==> src/rtl/sar_seq_pkg.sv <==
package sar_seq_pkg;
  typedef enum logic [1:0] {
    ST_IDLE = 2'd0,
    ST_CONV = 2'd1,
    ST_LOAD = 2'd2
  } sar_state_e;
endpackage

==> src/rtl/sar_strobe_decode.sv <==
// Samples the two control pins, detects the fall of their OR, and forms the read enable.
module sar_strobe_decode (
  input  logic clk,
  input  logic rst_n,
  input  logic cs_n,
  input  logic rc,
  output logic start_evt,
  output logic rd_en
);
  logic cs_q, rc_q, strb_d;
  logic strb;

  always_ff @(posedge clk or negedge rst_n) begin
    if (!rst_n) begin
      cs_q   <= 1'b1;
      rc_q   <= 1'b1;
      strb_d <= 1'b1;
    end else begin
      cs_q   <= cs_n;
      rc_q   <= rc;
      strb_d <= strb;
    end
  end

  assign strb      = cs_q | rc_q;
  assign start_evt = strb_d & ~strb;
  assign rd_en     = ~cs_q & rc_q;


  rd_vs_start_chk: assert property (@(posedge clk) disable iff (!rst_n)
    start_evt |-> !rd_en);
endmodule

==> src/rtl/sar_engine.sv <==
// Successive-approximation state machine, approximation register and result latch.
module sar_engine
  import sar_seq_pkg::*;
#(
  parameter int W = 16
) (
  input  logic         clk,
  input  logic         rst_n,
  input  logic         start_evt,
  input  logic         cmp_hi,
  output logic [W-1:0] dac_code,
  output logic [W-1:0] result,
  output logic         ready
);
  localparam int PW = $clog2(W);
  localparam logic [PW-1:0] TOP_IDX = PW'(W - 1);

  sar_state_e     state, state_n;
  logic [PW-1:0]  ptr, ptr_n;
  logic [W-1:0]   sar, sar_n;
  logic [W-1:0]   res_n;
  logic [W-1:0]   trial;
  logic           ld_en;

  assign trial = sar | ({{(W-1){1'b0}}, 1'b1} << ptr);
  assign ld_en = (state == ST_LOAD);
  assign res_n = {~sar[W-1], sar[W-2:0]};

  always_comb begin
    state_n = state;
    ptr_n   = ptr;
    sar_n   = sar;
    unique case (state)
      ST_IDLE: begin
        if (start_evt) begin
          state_n = ST_CONV;
          sar_n   = '0;
          ptr_n   = TOP_IDX;
        end
      end
      ST_CONV: begin
        if (cmp_hi) sar_n = trial;
        if (ptr == '0) state_n = ST_LOAD;
        else           ptr_n   = ptr - 1'b1;
      end
      ST_LOAD: state_n = ST_IDLE;
      default: state_n = ST_IDLE;
    endcase
  end

  always_ff @(posedge clk or negedge rst_n) begin
    if (!rst_n) begin
      state <= ST_IDLE;
      ptr   <= '0;
      sar   <= '0;
    end else begin
      state <= state_n;
      ptr   <= ptr_n;
      sar   <= sar_n;
    end
  end

  always_ff @(posedge clk or negedge rst_n) begin
    if (!rst_n)     result <= '0;
    else if (ld_en) result <= res_n;
  end

  assign dac_code = (state == ST_CONV) ? trial : sar;
  assign ready    = (state == ST_IDLE);


  sar_clear_chk: assert property (@(posedge clk) disable iff (!rst_n)
    (state == ST_IDLE && start_evt) |=> (sar == '0 && ptr == TOP_IDX));

  no_restart_chk: assert property (@(posedge clk) disable iff (!rst_n)
    (state == ST_CONV && ptr != '0) |=> (state == ST_CONV && ptr == $past(ptr) - 1'b1));

  load_latch_chk: assert property (@(posedge clk) disable iff (!rst_n)
    (state == ST_LOAD) |=> (ready && result[W-2:0] == $past(sar[W-2:0])
                            && result[W-1] != $past(sar[W-1])));

  result_hold_chk: assert property (@(posedge clk) disable iff (!rst_n)
    (state != ST_LOAD) |=> $stable(result));
endmodule

==> src/rtl/sar_byte_lane.sv <==
// Places the result on the output port, with the two halves exchangeable.
module sar_byte_lane #(
  parameter int W = 16
) (
  input  logic [W-1:0] din,
  input  logic         swap,
  output logic [W-1:0] dout
);
  localparam int H = W / 2;

  for (genvar i = 0; i < H; i++) begin : g_lane
    assign dout[i]     = swap ? din[i + H] : din[i];
    assign dout[i + H] = swap ? din[i]     : din[i + H];
  end
endmodule

==> src/rtl/sar_seq_top.sv <==
module sar_seq_top #(
  parameter int W = 16
) (
  input  logic         clk,
  input  logic         rst_n,
  input  logic         cs_n,
  input  logic         rc,
  input  logic         byte_sel,
  input  logic         cmp_hi,
  output logic [W-1:0] dac_code,
  output logic         ready,
  output logic [W-1:0] dbus_data,
  output logic         dbus_oe
);
  logic [1:0]   rst_pipe;
  logic         rst_sync_n;
  logic         start_evt;
  logic         rd_en;
  logic [W-1:0] result;

  // Reset asserts at once and is released on a clock edge.
  always_ff @(posedge clk or negedge rst_n) begin
    if (!rst_n) rst_pipe <= 2'b00;
    else        rst_pipe <= {rst_pipe[0], 1'b1};
  end
  assign rst_sync_n = rst_pipe[1];

  sar_strobe_decode u_dec (
    .clk       (clk),
    .rst_n     (rst_sync_n),
    .cs_n      (cs_n),
    .rc        (rc),
    .start_evt (start_evt),
    .rd_en     (rd_en)
  );

  sar_engine #(.W(W)) u_eng (
    .clk       (clk),
    .rst_n     (rst_sync_n),
    .start_evt (start_evt),
    .cmp_hi    (cmp_hi),
    .dac_code  (dac_code),
    .result    (result),
    .ready     (ready)
  );

  sar_byte_lane #(.W(W)) u_lane (
    .din  (result),
    .swap (byte_sel),
    .dout (dbus_data)
  );

  assign dbus_oe = rd_en;


  ready_fall_chk: assert property (@(posedge clk) disable iff (!rst_sync_n)
    $fell(ready) |-> $past(start_evt));
endmodule

==> config.mk <==
export PLATFORM = sky130hd
export DESIGN_NAME = sar_seq_top
export DESIGN_NICKNAME = d
export VERILOG_FILES = /design/src/rtl/sar_seq_pkg.sv /design/src/rtl/sar_strobe_decode.sv /design/src/rtl/sar_engine.sv /design/src/rtl/sar_byte_lane.sv /design/src/rtl/sar_seq_top.sv
export SDC_FILE = /design/constraint.sdc
export NUM_CORES = 1
export LEC_CHECK = 0
export BUFFER_PORTS_ARGS = -buffer_cell sky130_fd_sc_hd__buf_4
export CAP_MARGIN = 30
export CORE_MARGIN = 2
export CORE_UTILIZATION = 49
export DETAILED_ROUTE_END_ITERATION = 10
export PLACE_DENSITY = 0.75
export SYNTH_ARGS = -nofsm -noshare
export SYNTH_HDL_FRONTEND = slang
export SYNTH_SLANG_ARGS = --single-unit
==> constraint.sdc <==
create_clock -name clk -period 1.5 [get_ports clk]
set_input_delay 0.3 -clock clk [delete_from_list [all_inputs] [get_ports clk]]
set_output_delay 0.3 -clock clk [all_outputs]
set_load 0.01 [all_outputs]
==> results of run 1 <==
[through the flow]
stage	setup TNS (ns)	total power, mW
floorplan	-0.0511	3.23
global placement	-0.00197	4.26
detailed placement	-0.161	4.37
CTS	-4.42	5.19
global route	-6.19	5.80
finish	-4.98	5.45
[power by group]
part           internal [mW]  leakage [nW]  switching (mW)  total, mW
clock network          0.327        0.0422           0.376      0.703
registers               1.54         0.547           0.373       1.91
logic                   1.49         0.820            1.34       2.84
[critical path, stage by stage (launching register included)]
cell and delay (ns):
sky130_fd_sc_hd__dfrtp_1 0.40, sky130_fd_sc_hd__inv_2 0.10, sky130_fd_sc_hd__ha_4 0.14, sky130_fd_sc_hd__nand3b_1 0.11, sky130_fd_sc_hd__buf_4 0.17, sky130_fd_sc_hd__o21bai_1 0.16, sky130_fd_sc_hd__buf_4 0.15
[placed cells by master (no fill, tap or decap), types with 2 or more instances in the layout]
master	n
sky130_fd_sc_hd__o21bai_1	5
sky130_fd_sc_hd__nand3_1	2
sky130_fd_sc_hd__a31o_2	3
sky130_fd_sc_hd__a21oi_1	13
sky130_fd_sc_hd__clkbuf_1	2
sky130_fd_sc_hd__dfrtp_1	38
sky130_fd_sc_hd__dfstp_2	3
sky130_fd_sc_hd__a221oi_2	2
sky130_fd_sc_hd__a31oi_1	6
sky130_fd_sc_hd__buf_4	58
sky130_fd_sc_hd__dfrtp_2	2
sky130_fd_sc_hd__clkbuf_8	5
sky130_fd_sc_hd__nand2b_1	2
sky130_fd_sc_hd__ha_4	2
sky130_fd_sc_hd__o21bai_2	5
sky130_fd_sc_hd__nor2_1	16
sky130_fd_sc_hd__mux2_1	8
sky130_fd_sc_hd__nor2b_1	3
sky130_fd_sc_hd__and4b_1	4
sky130_fd_sc_hd__mux2i_1	2
sky130_fd_sc_hd__buf_6	7
sky130_fd_sc_hd__inv_2	2
sky130_fd_sc_hd__o21bai_4	2
sky130_fd_sc_hd__mux2_2	23
sky130_fd_sc_hd__ha_1	2
sky130_fd_sc_hd__nand2_1	2
sky130_fd_sc_hd__nand2_2	2
[cell type report]
type,count,share of cell area [%]
Clock inverter,1,0.178
Sequential cell,43,38.4
Multi-Input combinational cell,122,37.6
Timing Repair Buffer,66,18.6
Tap cell,50,2.22
Clock buffer,7,2.71
Inverter,2,0.266
[worst max path at each step]
stage | startpoint | end | cells after the start | slack (ns)
global route | u_eng.ptr[0]$_DFFE_PN0P_ | dac_code[4] | 6 | -0.38
global placement | u_eng.ptr[0]$_DFFE_PN0P_ | dac_code[0] | 6 | -0.002
floorplan | u_eng.ptr[0]$_DFFE_PN0P_ | u_eng.ptr[0]$_DFFE_PN0P_ | 6 | -0.03
finish | u_eng.ptr[1]$_DFFE_PN0P_ | dac_code[12] | 6 | -0.33
CTS | u_eng.ptr[1]$_DFFE_PN0P_ | dac_code[4] | 6 | -0.30
detailed placement | u_eng.ptr[0]$_DFFE_PN0P_ | u_eng.ptr[0]$_DFFE_PN0P_ | 5 | -0.06
[metal layers]
metal  share of wire, %  track usage (%)  wire length [µm]
met1                 41             26.5              2070
met2                 52             37.4              2630
met3                5.2             5.96               263
met4                1.3             4.58                63
met5                  0                0                 0
[repair_timing]
| item | in CTS | in global routing |
|---|---|---|
| hold buffers | 1 | 0 |
| hold endpoints to repair | 2 | 0 |
| pin swaps | 2 | 2 |
| endpoints found under the setup margin | 20 | 21 |
| buffers inserted | 2 | 4 |
| resized for setup | 9 | 17 |
[flip-flops by register name (all words and copies together) (netlist names)]
register and cells:
rst_pipe 2, u_dec.rc_q 1, u_dec.cs_q 1, u_eng.sar 16, u_eng.ptr 4, u_eng.result 16, u_dec.strb_d 1, u_eng.state 2
[kinds of logic after synthesis]
family / count (synthesis)
AND/OR/NAND/NOR: 44
multiplexers: 33
buffers and inverters: 12
other: 1
AO/OA/AOI/OAI: 39
flip-flops: 43
adder cells (fa/ha/maj): 5
==> metrics.txt, run 1 <==
leakage dissipation=~1.4 nW; overall die width=roughly 70 µm; Clock Sink Count=43; most instantiated library cell after synthesis=sky130_fd_sc_hd__dfrtp_1; arithmetic-cell share of the synthesized area counting full adders, half adders and majority gates=2.99%; startpoint-to-endpoint class of the critical path=flop to primary output; total via count in the routed design=roughly 1600; launch point of the worst reg-to-reg path=u_eng.ptr[1]$_DFFE_PN0P_; number of instances on the worst hold path=1; post-route non-filler standard cell count=291; Synth Area in Simple Gates=11.8%; Clk Latency, worst-skew pair=approximately 0.30 ns; cell types occupying the most area after synthesis=sky130_fd_sc_hd__dfrtp_1 (48%), sky130_fd_sc_hd__mux2_2 (12%), sky130_fd_sc_hd__mux2_1 (4.3%); number of nets with antenna violations after detailed routing=0; Setup violations, final=21; signal arrival time at the worst endpoint=1.53 ns; total CTS buffers=5; most used flip-flop cell after synthesis=sky130_fd_sc_hd__dfrtp_1; Setup crit end kind=primary output; first-pass GRT wire length=~8.2 mm; largest family of logic cells by synthesized area=multiplexers; hpwl dp=around 3.6 mm; number of antenna violations at the first check in global routing=0; DR pass1 iterations=4; violations in the final reports=negative setup slack; cell taking the most area after synthesis=sky130_fd_sc_hd__dfrtp_1; Slew @ Worst Pin=~0.51 ns; maximum frequency from static timing analysis=547 MHz; via count normalized by instance count=around 5.6; post-synth cell types=33; result of the run=complete, but fails checks; maximum fanout along the worst path=3; # nets final=251; floorplan row count=23; max-cap violation count=0; portion of the clock cycle consumed by the worst path in the final layout=122%; fraction of the core area covered by cells at the end of the flow=a little over two thirds; Storage cell area=around 1100 µm²; Overall Global Routing Usage=a little over a fifth; fraction of the yosys area taken by sequential cells=51.6%; setup slack at placement=-0.0621 ns; global route overflow=0; multi-input logic area=1060 µm²; Post-Syn Area per Cell=between 10 and 15 µm²; placed cell count=between 200 and 300; Net Count, Synth=188; count of H-tree levels built during CTS=2; endpoint of the worst hold-timing path=u_dec.rc_q$_DFF_PN1_; category of the worst setup path launch point=flop; number of design rule violations left after detail routing=0; Compound-Gate Fraction of Synth Area=about 12%; vias in the first global route=approximately 1700; register bit count reported by yosys=43; worst-case setup margin in the final layout=-0.327 ns; relative slew slack=roughly two thirds; hold_ws=approximately 0.11 ns; path class of the lowest-slack min-delay path=primary input to flop; Max VDD drop=roughly 1.0 mV; ports placed on the boundary=40; clock tree from TritonCTS=built; Routed WL per cell=about 17 µm; Core Footprint=4060 µm²; layout overhead on the synthesized area=34.8%; Hold Crit Start=rc; pin count of the biggest net entering global routing=42; share of async-settable or async-resettable flops after synthesis=100%; ratio of cells with drive above 1 in the final layout=between 50% and 60%; Register-to-Register Path Depth=6; setup clock skew after layout=0.00508 ns; chip height=roughly 70 µm; buffer depth of the longest clock path=2; number of buffer cells added on primary ports=39; r2r setup slk=-0.22 ns; proportion of netlist area held by the largest area contributor=a little under half; number of max-slew violations in the final report=0; final period demand of the worst path=1.83 ns; Detailed Route Iter0 Violations=92; XOR/XNOR Fraction of Synth Area=0%; Placed Instance Area=2590 µm²; total power density per cell area=between 1500 and 2000 nW/µm²; Critical Path RT=1.20 ns; cell at the root of the clock tree=sky130_fd_sc_hd__clkbuf_8; count of final hold-check violations=0; n_diodes=0; unrepaired setup endpoints after global routing=true; Synth Instances=177; number of fill cells in the layout=approximately 300; summed area of non-filler cells in the final layout=approximately 2800 µm²; starting utilization of the core area=about 52%; final WL=approximately 5.0 mm; most frequent cells after synthesis=sky130_fd_sc_hd__dfrtp_1 (40), sky130_fd_sc_hd__mux2_2 (23), sky130_fd_sc_hd__nor2_1 (18); FF-to-FF End=u_eng.ptr[0]$_DFFE_PN0P_; Cell Area, Synth=2090 µm²; number of flops mapped to enable cells by yosys=0; Die ar.=just under 5000 µm²; mux contribution to synthesized area=17.7%; Yosys Warn Count=0; final weighted congestion in routability-driven placement=a little over 0.8; clk slew on worst S/H paths=~0.08 ns
Power figures use the tool's default switching activity.
==> inputs of run 2 (changes only) <==
Settings changed: PLACE_DENSITY 0.75 to 0.79.
==> run 2 against run 1 <==
The flow still finishes with violations (negative setup slack). Maximum frequency up 1.5%. Critical path depth unchanged. Flip-flop and latch count unchanged. First-iteration DRC count up 54%. Non-clock buffer count down 1. Via count down 1.0%. Global-route usage up 0.31 points. Largest cell class is now multi-input combinational cells. Largest power group unchanged.
==> metrics.txt, run 2 (same netlist as run 1, synthesis figures left out) <==
number of buffer cells added on primary ports=39; ratio of cells with drive above 1 in the final layout=a little under three fifths; setup slack at placement=-0.0128 ns; via count normalized by instance count=around 5.6; routed wl met3=about 250 µm; Die ar.=roughly 4800 µm²; starting utilization of the core area=51.5%; Placed Instance Area=around 2600 µm²; global route overflow=0; hold_ws=0.103 ns; Met2 Routed Length=roughly 2.5 mm; overall die width=between 60 and 70 µm; total power density per cell area=between 1500 and 2000 nW/µm²; vias in the first global route=1632; first-pass GRT wire length=8.16 mm; n_diodes=0; Setup crit end kind=primary output; fraction of the core area covered by cells at the end of the flow=between 70% and 80%; worst-case setup margin in the final layout=-0.299 ns; leakage dissipation=1.43 nW; maximum frequency from static timing analysis=between 500 and 600 MHz; Routed WL per cell=between 15 and 20 µm; number of design rule violations left after detail routing=0; most used cells in the layout excluding fill and tap cells=sky130_fd_sc_hd__buf_4 (55), sky130_fd_sc_hd__dfrtp_1 (38), sky130_fd_sc_hd__mux2_2 (23); total CTS buffers=5; routed length on met1=approximately 2.1 mm; signal arrival time at the worst endpoint=1.50 ns; summed area of non-filler cells in the final layout=between 2000 and 3000 µm²; Detailed Route Iter0 Violations=between 100 and 150; pin count of the biggest net entering global routing=42; buffer depth of the longest clock path=2; cell at the root of the clock tree=sky130_fd_sc_hd__clkbuf_8; setup clock skew after layout=slightly above 0.005 ns; hpwl dp=roughly 3.3 mm; clock tree from TritonCTS=built; Clk Latency, worst-skew pair=about 0.30 ns; floorplan row count=23; Clock Sink Count=43; unrepaired setup endpoints after global routing=true; ports placed on the boundary=40; maximum fanout along the worst path=3; category of the worst setup path launch point=flop; Setup violations, final=21; portion of the clock cycle consumed by the worst path in the final layout=120%; startpoint-to-endpoint class of the critical path=flop to primary output; Core Footprint=4060 µm²; max-cap violation count=0; total negative slack for setup checks=-4.11 ns; total via count in the routed design=between 1500 and 2000; count of H-tree levels built during CTS=2; Overall Global Routing Usage=21.7%; layout overhead on the synthesized area=38.2%; post-route non-filler standard cell count=290; final weighted congestion in routability-driven placement=just under 0.8; final WL=around 5 mm; number of max-slew violations in the final report=0; Top Layer Used=met4; Critical Path RT=~1.2 ns; result of the run=complete, but fails checks; number of nets with antenna violations after detailed routing=0; count of final hold-check violations=0; power consumption=between 5 and 6 mW; final period demand of the worst path=about 1.8 ns; number of antenna violations at the first check in global routing=0; Max VDD drop=1.08 mV; # nets final=between 200 and 300; Top Registers=u_eng.result: 16 flops, u_eng.sar: 16 flops, u_eng.ptr: 4 flops; placed cell count=275; violations in the final reports=negative setup slack; path class of the lowest-slack min-delay path=primary input to flop; chip height=approximately 69 µm; DR pass1 iterations=4; most frequent standard cell in the layout excluding fill and tap cells=sky130_fd_sc_hd__buf_4; clk slew on worst S/H paths=0.08 ns
## run 2: cell count changes in the layout (fill, tap and decap cells not counted), moves of 2 or more
cell / change
sky130_fd_sc_hd__clkbuf_8: +2
sky130_fd_sc_hd__clkbuf_1: -2
sky130_fd_sc_hd__buf_4: -3
sky130_fd_sc_hd__buf_12: +2
sky130_fd_sc_hd__nand3_1: -2
sky130_fd_sc_hd__nand3_2: +2
## run 2: layout make-up
type                       count  area [µm²]
clock inverter                 1        7.51
clock buffer                   7        96.3
inverter                       2        7.51
multi-input combinational    122        1090
sequential                    43        1080
timing repair buffer          65         542
tap                           50        62.6
fill                         289        1170
## run 2: what timing repair did
item | in CTS | in global routing
gates cloned | 0 | 0
pin swaps | 5 | 5
hold buffers | 1 | 0
gates resized for setup | 18 | 12
endpoints found under the setup margin | 20 | 30
endpoints found under the hold margin | 2 | 0
buffers inserted | 4 | 3
## run 2: worst max-delay path: stages (launching register included)
cell                       delay (ns)
sky130_fd_sc_hd__dfrtp_1         0.40
sky130_fd_sc_hd__inv_2           0.09
sky130_fd_sc_hd__ha_4            0.13
sky130_fd_sc_hd__nand3b_1        0.12
sky130_fd_sc_hd__buf_6           0.16
sky130_fd_sc_hd__o21bai_1        0.15
sky130_fd_sc_hd__buf_4           0.15
## run 2: worst paths after layout
kind                                                from                  endpoint  slack (ns)  cells past startpoint
max in group asynchronous          rst_pipe[1]$_DFF_PN0_  u_eng.ptr[2]$_DFFE_PN0P_        0.83                      1
min in group asynchronous          rst_pipe[1]$_DFF_PN0_  u_eng.sar[4]$_DFFE_PN0P_        0.31                      1
worst min-delay path                                  rc      u_dec.rc_q$_DFF_PN1_        0.10                      1
worst max-delay path            u_eng.ptr[1]$_DFFE_PN0P_               dac_code[8]       -0.30                      6
worst min register to register     rst_pipe[1]$_DFF_PN0_  u_eng.sar[4]$_DFFE_PN0P_        0.31                      1
worst max register to register  u_eng.ptr[1]$_DFFE_PN0P_  u_eng.ptr[1]$_DFFE_PN0P_       -0.18                      7
## run 2: layer usage
metal  GRT usage, %  vias up
met5              0        -
met4           6.97        0
met3           6.25        8
met2           34.3       52
met1           28.9      806
li1               -      760
## run 2: where the power goes
| part | internal, mW | total [mW] | switching [mW] |
|---|---|---|---|
| logic | 1.57 | 2.97 | 1.39 |
| clock network | 0.418 | 0.806 | 0.387 |
| registers | 1.54 | 1.88 | 0.338 |
| total | 3.53 | 5.65 | 2.12 |
